<file path="src/rtl/xpg_pkg.sv">
package xpg_pkg;
  typedef enum logic [1:0] {
    ST_IDLE    = 2'd0,
    ST_HIGH    = 2'd1,
    ST_STRETCH = 2'd2,
    ST_LOW     = 2'd3
  } xpg_state_e;
endpackage

</file>
<file path="src/rtl/xpg_prescaler.sv">
// Power-of-two tick divider with synchronous restart.
module xpg_prescaler #(
  parameter int PSC_W = 3
) (
  input  logic             clk,
  input  logic             rst_n,
  input  logic             restart,
  input  logic [PSC_W-1:0] div_log2,
  output logic             tick
);
  localparam int CNT_W = (2 ** PSC_W) - 1;

  logic [CNT_W-1:0] cnt;
  logic [CNT_W:0]   div_val;
  logic [CNT_W-1:0] limit;

  assign div_val = (CNT_W + 1)'(1) << div_log2;
  assign limit   = CNT_W'(div_val - (CNT_W + 1)'(1));
  assign tick    = (cnt == limit) && !restart;

  always_ff @(posedge clk or negedge rst_n) begin
    if (!rst_n)             cnt <= '0;
    else if (restart)       cnt <= '0;
    else if (cnt >= limit)  cnt <= '0;
    else                    cnt <= cnt + CNT_W'(1);
  end

  // with a divider above one, ticks are never back to back
  a_r3_tick_gap: assert property (@(posedge clk) disable iff (!rst_n)
    tick |=> (!tick || div_log2 == '0));
endmodule

</file>
<file path="src/rtl/xpg_sweep.sv">
// Triangular stretch amount, stepped once per completed cycle.
module xpg_sweep #(
  parameter int DEV_W = 7
) (
  input  logic             clk,
  input  logic             rst_n,
  input  logic             en,
  input  logic             clear,
  input  logic             advance,
  input  logic [DEV_W-1:0] dev,
  output logic [DEV_W-1:0] amt
);
  logic rising;

  always_ff @(posedge clk or negedge rst_n) begin
    if (!rst_n) begin
      amt    <= '0;
      rising <= 1'b1;
    end else if (clear || !en) begin
      amt    <= '0;
      rising <= 1'b1;
    end else if (advance) begin
      if (rising) begin
        if (amt < dev) amt <= amt + DEV_W'(1);
        else begin
          rising <= 1'b0;
          amt    <= (amt != '0) ? amt - DEV_W'(1) : '0;
        end
      end else begin
        if (amt != '0) amt <= amt - DEV_W'(1);
        else begin
          rising <= 1'b1;
          amt    <= (dev != '0) ? DEV_W'(1) : '0;
        end
      end
    end
  end

  // the stretch amount moves by at most one step between cycles
  a_r6_unit_step: assert property (@(posedge clk) disable iff (!rst_n)
    ($past(en) && !$past(clear)) |->
      (amt == $past(amt) || amt == $past(amt) + DEV_W'(1) || amt == $past(amt) - DEV_W'(1)));
endmodule

</file>
<file path="src/rtl/xpg_seq.sv">
// Phase sequencer: high, optional stretch, low.
module xpg_seq
  import xpg_pkg::*;
#(
  parameter int LEN_W = 4,
  parameter int DEV_W = 7
) (
  input  logic             clk,
  input  logic             rst_n,
  input  logic             run,
  input  logic             illegal,
  input  logic [LEN_W-1:0] high_m1,
  input  logic [LEN_W-1:0] low_m1,
  input  logic             pg_tick,
  input  logic             ss_tick,
  input  logic [DEV_W-1:0] stretch_amt,
  output logic             pg_restart,
  output logic             ss_restart,
  output logic             idle,
  output logic             xfer_phase,
  output logic             cycle_done
);
  xpg_state_e       state;
  logic [LEN_W-1:0] ph_cnt;
  logic [DEV_W-1:0] st_cnt;
  logic             go;

  assign go         = run && !illegal;
  assign idle       = (state == ST_IDLE);
  assign pg_restart = (state == ST_IDLE) || (state == ST_STRETCH);
  assign ss_restart = (state != ST_STRETCH);
  assign xfer_phase = (state == ST_HIGH) || (state == ST_STRETCH);
  assign cycle_done = (state == ST_LOW) && pg_tick && (ph_cnt == low_m1);

  always_ff @(posedge clk or negedge rst_n) begin
    if (!rst_n) begin
      state  <= ST_IDLE;
      ph_cnt <= '0;
      st_cnt <= '0;
    end else begin
      case (state)
        ST_IDLE: begin
          ph_cnt <= '0;
          st_cnt <= '0;
          if (go) state <= ST_HIGH;
        end
        ST_HIGH: begin
          if (pg_tick) begin
            if (ph_cnt == high_m1) begin
              ph_cnt <= '0;
              state  <= (stretch_amt != '0) ? ST_STRETCH : ST_LOW;
            end else begin
              ph_cnt <= ph_cnt + LEN_W'(1);
            end
          end
        end
        ST_STRETCH: begin
          if (ss_tick) begin
            if (({1'b0, st_cnt} + (DEV_W + 1)'(1)) >= {1'b0, stretch_amt}) begin
              st_cnt <= '0;
              state  <= ST_LOW;
            end else begin
              st_cnt <= st_cnt + DEV_W'(1);
            end
          end
        end
        ST_LOW: begin
          if (pg_tick) begin
            if (ph_cnt == low_m1) begin
              ph_cnt <= '0;
              state  <= go ? ST_HIGH : ST_IDLE;
            end else begin
              ph_cnt <= ph_cnt + LEN_W'(1);
            end
          end
        end
        default: state <= ST_IDLE;
      endcase
    end
  end

  // an illegal configuration keeps a stopped generator stopped
  a_r5_hold_idle: assert property (@(posedge clk) disable iff (!rst_n)
    (state == ST_IDLE && illegal) |=> (state == ST_IDLE));
endmodule

</file>
<file path="src/rtl/xfer_pulse_gen.sv">
module xfer_pulse_gen #(
  parameter int LEN_W = 4,
  parameter int PSC_W = 3,
  parameter int DEV_W = 7
) (
  input  logic             clk,
  input  logic             rst_n,
  input  logic             run,
  input  logic [LEN_W-1:0] cfg_high_m1,
  input  logic [LEN_W-1:0] cfg_low_m1,
  input  logic [PSC_W-1:0] cfg_pg_div_log2,
  input  logic             cfg_ss_en,
  input  logic [DEV_W-1:0] cfg_ss_dev,
  input  logic             cfg_ss_div2,
  output logic             xfer_phase,
  output logic             cycle_done,
  output logic             cfg_err
);
  logic             illegal;
  logic             pg_tick, ss_tick;
  logic             pg_restart, ss_restart, idle;
  logic [DEV_W-1:0] stretch_amt;

  // divider 1 forbids a 2-tick low phase, divider 2 forbids a 1-tick one
  assign illegal = ((cfg_pg_div_log2 == PSC_W'(0)) && (cfg_low_m1 == LEN_W'(1))) ||
                   ((cfg_pg_div_log2 == PSC_W'(1)) && (cfg_low_m1 == LEN_W'(0)));

  always_ff @(posedge clk or negedge rst_n) begin
    if (!rst_n) cfg_err <= 1'b0;
    else        cfg_err <= illegal;
  end

  xpg_prescaler #(.PSC_W(PSC_W)) u_pg_div (
    .clk      (clk),
    .rst_n    (rst_n),
    .restart  (pg_restart),
    .div_log2 (cfg_pg_div_log2),
    .tick     (pg_tick)
  );

  xpg_prescaler #(.PSC_W(1)) u_ss_div (
    .clk      (clk),
    .rst_n    (rst_n),
    .restart  (ss_restart),
    .div_log2 (cfg_ss_div2),
    .tick     (ss_tick)
  );

  xpg_sweep #(.DEV_W(DEV_W)) u_sweep (
    .clk     (clk),
    .rst_n   (rst_n),
    .en      (cfg_ss_en),
    .clear   (idle),
    .advance (cycle_done),
    .dev     (cfg_ss_dev),
    .amt     (stretch_amt)
  );

  xpg_seq #(.LEN_W(LEN_W), .DEV_W(DEV_W)) u_seq (
    .clk         (clk),
    .rst_n       (rst_n),
    .run         (run),
    .illegal     (illegal),
    .high_m1     (cfg_high_m1),
    .low_m1      (cfg_low_m1),
    .pg_tick     (pg_tick),
    .ss_tick     (ss_tick),
    .stretch_amt (stretch_amt),
    .pg_restart  (pg_restart),
    .ss_restart  (ss_restart),
    .idle        (idle),
    .xfer_phase  (xfer_phase),
    .cycle_done  (cycle_done)
  );

  // the strobe only falls in the low phase
  a_r2_strobe_in_low: assert property (@(posedge clk) disable iff (!rst_n)
    cycle_done |-> !xfer_phase);

  // run low at the end of a cycle stops the generator
  a_r8_stop_after_cycle: assert property (@(posedge clk) disable iff (!rst_n)
    (cycle_done && !run) |=> (!xfer_phase && !cycle_done));

  // the error flag follows an illegal combination one clock later
  a_r4_err_flag: assert property (@(posedge clk) disable iff (!rst_n)
    illegal |=> cfg_err);
endmodule

</file>
<file path="config.mk">
export PLATFORM = sky130hd
export DESIGN_NAME = xfer_pulse_gen
export DESIGN_NICKNAME = d
export VERILOG_FILES = /design/src/rtl/xpg_pkg.sv /design/src/rtl/xpg_prescaler.sv /design/src/rtl/xpg_sweep.sv /design/src/rtl/xpg_seq.sv /design/src/rtl/xfer_pulse_gen.sv
export SDC_FILE = /design/constraint.sdc
export NUM_CORES = 1
export LEC_CHECK = 0
export ABC_CLOCK_PERIOD_IN_PS = 3400
export BUFFER_PORTS_ARGS = -buffer_cell sky130_fd_sc_hd__buf_2
export CAP_MARGIN = 0
export CORE_MARGIN = 4
export CORE_UTILIZATION = 59
export CTS_CLUSTER_DIAMETER = 80
export DETAILED_ROUTE_END_ITERATION = 7
export GPL_ROUTABILITY_DRIVEN = 1
export HOLD_SLACK_MARGIN = 0.15
export PLACE_DENSITY = 0.77
export SYNTH_ARGS = -nofsm -noshare
export SYNTH_HDL_FRONTEND = slang
export SYNTH_SLANG_ARGS = --single-unit
</file>
<file path="constraint.sdc">
create_clock -name clk -period 3.4 [get_ports clk]
set_input_delay 0.17 -clock clk [delete_from_list [all_inputs] [get_ports clk]]
set_output_delay 0.17 -clock clk [all_outputs]
set_load 0.01 [all_outputs]
</file>
==> results.json <==
{
  "ff2ff_setup_slack_ns": 0.74,
  "fin_area_um2": 2660,
  "synth_edf_count": 0,
  "max_freq_mhz": 376,
  "cts-root-buf": "clkbuf_8",
  "clock_path_buffers": 2,
  "cts_setup_buffers": 0,
  "crit_arrival_ns": 2.83,
  "ant_nets": 0,
  "worstSetupPathType": "reg -> reg",
  "gp_congestion": 0.859,
  "synth_ff_type": "dfrtp_1",
  "dieWidth_um": 71.7,
  "power_frac_comb_pct": 37.8,
  "synthCells": 268,
  "peakVddDrop_mv": 0.351,
  "grt_pass1_wl_um": 9290,
  "powerDensity_nw_per_um2": 471,
  "die_h_um": 71.7,
  "cts-htree-levels": 2,
  "synthTopCellsByCount": "ha_1 (30), dfrtp_1 (29), o21ai_0 (24), inv_1 (21), nor2_1 (18)",
  "finalClockSkew_ns": 0.00480,
  "final_hold_viol_count": 0,
  "crit_path_start_kind": "flip-flop",
  "diodes": 0,
  "ctsHoldBuffers": 1,
  "cts_buffers": 5,
  "crit_required_ns": 3.57,
  "dr_total_vias": 2073,
  "rsz0062_at_grt": "false",
  "internal_power_uw": 769,
  "path_cells": "ha_1 > nand3_1 > nor2_1 > xor2_1 > ha_1 > nand3_1 > o221ai_1 > and3_1 > mux2_2",
  "clock_power_share_pct": 24.7,
  "cts.sinks": 30,
  "area_growth_pct": 11.3,
  "relSlewSlack_pct": 53.7,
  "async_flop_share_pct": 100,
  "via_per_inst": 5.97,
  "r2r-start": "u_seq.st_cnt[0]",
  "post-route-period-util_pct": 78.1,
  "syn_nets": 321,
  "switching_share_pct": 38.6,
  "synth_area_leaders": "dfrtp_1 (30%), ha_1 (16%), o21ai_0 (5.0%), xnor2_1 (3.7%), inv_1 (3.3%)",
  "first_iter_violations": 255,
  "regToRegEndpoint": "u_seq.state[1]",
  "port_buffers": 25,
  "min_path_type": "in -> reg",
  "layout-drive-gt1-share_pct": 15.1,
  "cp_top_family": "adder cells",
  "clkLatencyLatePin_ns": 0.29,
  "rows": 22,
  "wl_um": 5180,
  "path_buf_inv": 0,
  "syn_area_per_cell_um2": 8.92,
  "setup_viol": 0,
  "start_util_pct": 62.9,
  "syn-cell-area_um2": 2390,
  "antenna_found_initial": 0,
  "dpl.hpwl_um": 4010,
  "critPathCaptureType": "flip-flop",
  "cts_resized": 0,
  "core_area_um2": 3800,
  "regArea_um2": 752,
  "tightest_slew_ns": 0.694,
  "reg2regPathDepth": 9,
  "setup_tns_ns": 0,
  "period_minus_slack_ns": 2.66,
  "crit_path_start": "u_seq.st_cnt[0]",
  "grt_max_degree": 31,
  "grt-ovfl-total": 0,
  "switchingPower_uw": 484,
  "dieArea_um2": 5140,
  "nNetsFinal": 351,
  "cp-endpoint": "u_seq.state[1]",
  "slew_violations": 0,
  "clkSlewWorstSetupHoldPaths_ns": 0.07,
  "firstDrtPassIters": 4,
  "multi_input_area_um2": 1540,
  "run_status": "completed",
  "tritoncts": "done",
  "p_leak_uw": 0.00129,
  "drv_cap": 0,
  "fillCellCount": 342,
  "io_pins": 26,
  "crit_fanout": 9,
  "yosysSeqAreaShare_pct": 31.4,
  "synth_top_area_share_pct": 30.4,
  "crit_slowest_cell": "o221ai_1",
  "dpl_cell_area_um2": 2560,
  "synth_warnings": 0,
  "path_depth": 9,
  "slowest_delay_ns": 0.50,
  "p_seq_share_pct": 37.5,
  "ys_ff_latch": 30,
  "grt.total_usage_pct": 22.4,
  "grt_pass1_vias": 2140,
  "route.detailed.drc": 0,
  "yosysMostFrequentCell": "ha_1",
  "synth.largest_area_cell": "dfrtp_1",
  "yosysUniqueCellTypes": 53,
  "wl_per_cell_um": 14.9
}
==> layout make-up <==
cell class                 instances  share of cell area (%)
clock buffer                       6                    3.10
inverter                          22                    3.10
clock inverter                     2                   0.470
sequential                        30                    28.3
tap                               48                    2.26
multi-input combinational        213                    57.7
timing repair buffer              26                    5.08
==> cells in the final DEF, fill, tap and decap left out, types with 3 or more instances in the layout <==
master    instances
nand2_1          17
or4_1             5
a21o_1            5
and3_1            7
xor2_1            9
nor3_1            6
xnor2_1          10
o21ai_0          24
nor2_1           18
a21oi_1           8
buf_2            25
a22o_1            3
nand3_1          12
inv_1            21
clkbuf_8          6
nand4_1           8
ha_1             30
dfrtp_1          29
a31oi_1           4
nor2b_1           4
nand2b_1          9
==> logic make-up after synthesis <==
| kind of cell | Yosys count | synth area share (%) |
|---|---|---|
| adder cells (fa/ha/maj) | 30 | 15.7 |
| XOR/XNOR | 19 | 6.96 |
| multiplexers | 3 | 1.36 |
| buffers and inverters | 25 | 4.29 |
| flip-flops | 30 | 31.4 |
| AO/OA/AOI/OAI | 63 | 17.8 |
| AND/OR/NAND/NOR | 98 | 22.4 |
==> state kept, by name, summed over array words and instances (netlist names) <==
register / count
u_sweep.rising: 1
u_ss_div.cnt: 1
u_seq.st_cnt: 7
u_seq.ph_cnt: 4
u_pg_div.cnt: 7
cfg_err: 1
u_seq.state: 2
u_sweep.amt: 7
==> power by group through the flow <==
stage	clock network [uW]	registers, uW	logic [uW]
6_report	309	470	473
5_1_grt	330	481	555
4_1_cts	312	470	477
3_5_place_dp	0	476	473
3_3_place_gp	0	475	459
2_1_floorplan	0	460	357
==> per-layer routing <==
metal	global-route usage, %	wire (um)	up-vias
met2	38.7	2560	53
met3	4.07	276	5
met4	6.47	62	0
met5	0	0	-
met1	28.5	2280	975
li1	-	-	1040
==> tightest hold or removal path, cell delays in order <==
cell	delay, ns
buf_2	0.08
ha_1	0.12
and2_1	0.11
==> metrics by stage <==
step / hold slack [ns] / power [uW] / setup WS [ns] / std cells / utilization (%)
after floorplan: -0.126 / 817 / 1.02 / 268 / -
after global placement: 0.249 / 934 / 0.820 / 338 / 67.3
after detailed placement: 0.261 / 949 / 0.759 / 338 / 67.3
after CTS: 0.227 / 1260 / 0.743 / 347 / 70.1
after global routing: 0.250 / 1370 / 0.507 / 347 / 70.1
final: 0.228 / 1250 / 0.744 / 347 / 70.1
==> worst min path at each step <==
stage                     endpoint  cells past startpoint   startpoint  slack, ns
floorplan                  cfg_err                      0        rst_n      -0.13
global placement    u_sweep.amt[3]                      1        rst_n       0.25
detailed placement  u_sweep.amt[5]                      1        rst_n       0.26
CTS                   u_ss_div.cnt                      3  cfg_ss_div2       0.23
global route          u_ss_div.cnt                      3  cfg_ss_div2       0.25
finish                u_ss_div.cnt                      3  cfg_ss_div2       0.23
No activity file was read; power rests on OpenSTA's default activity.
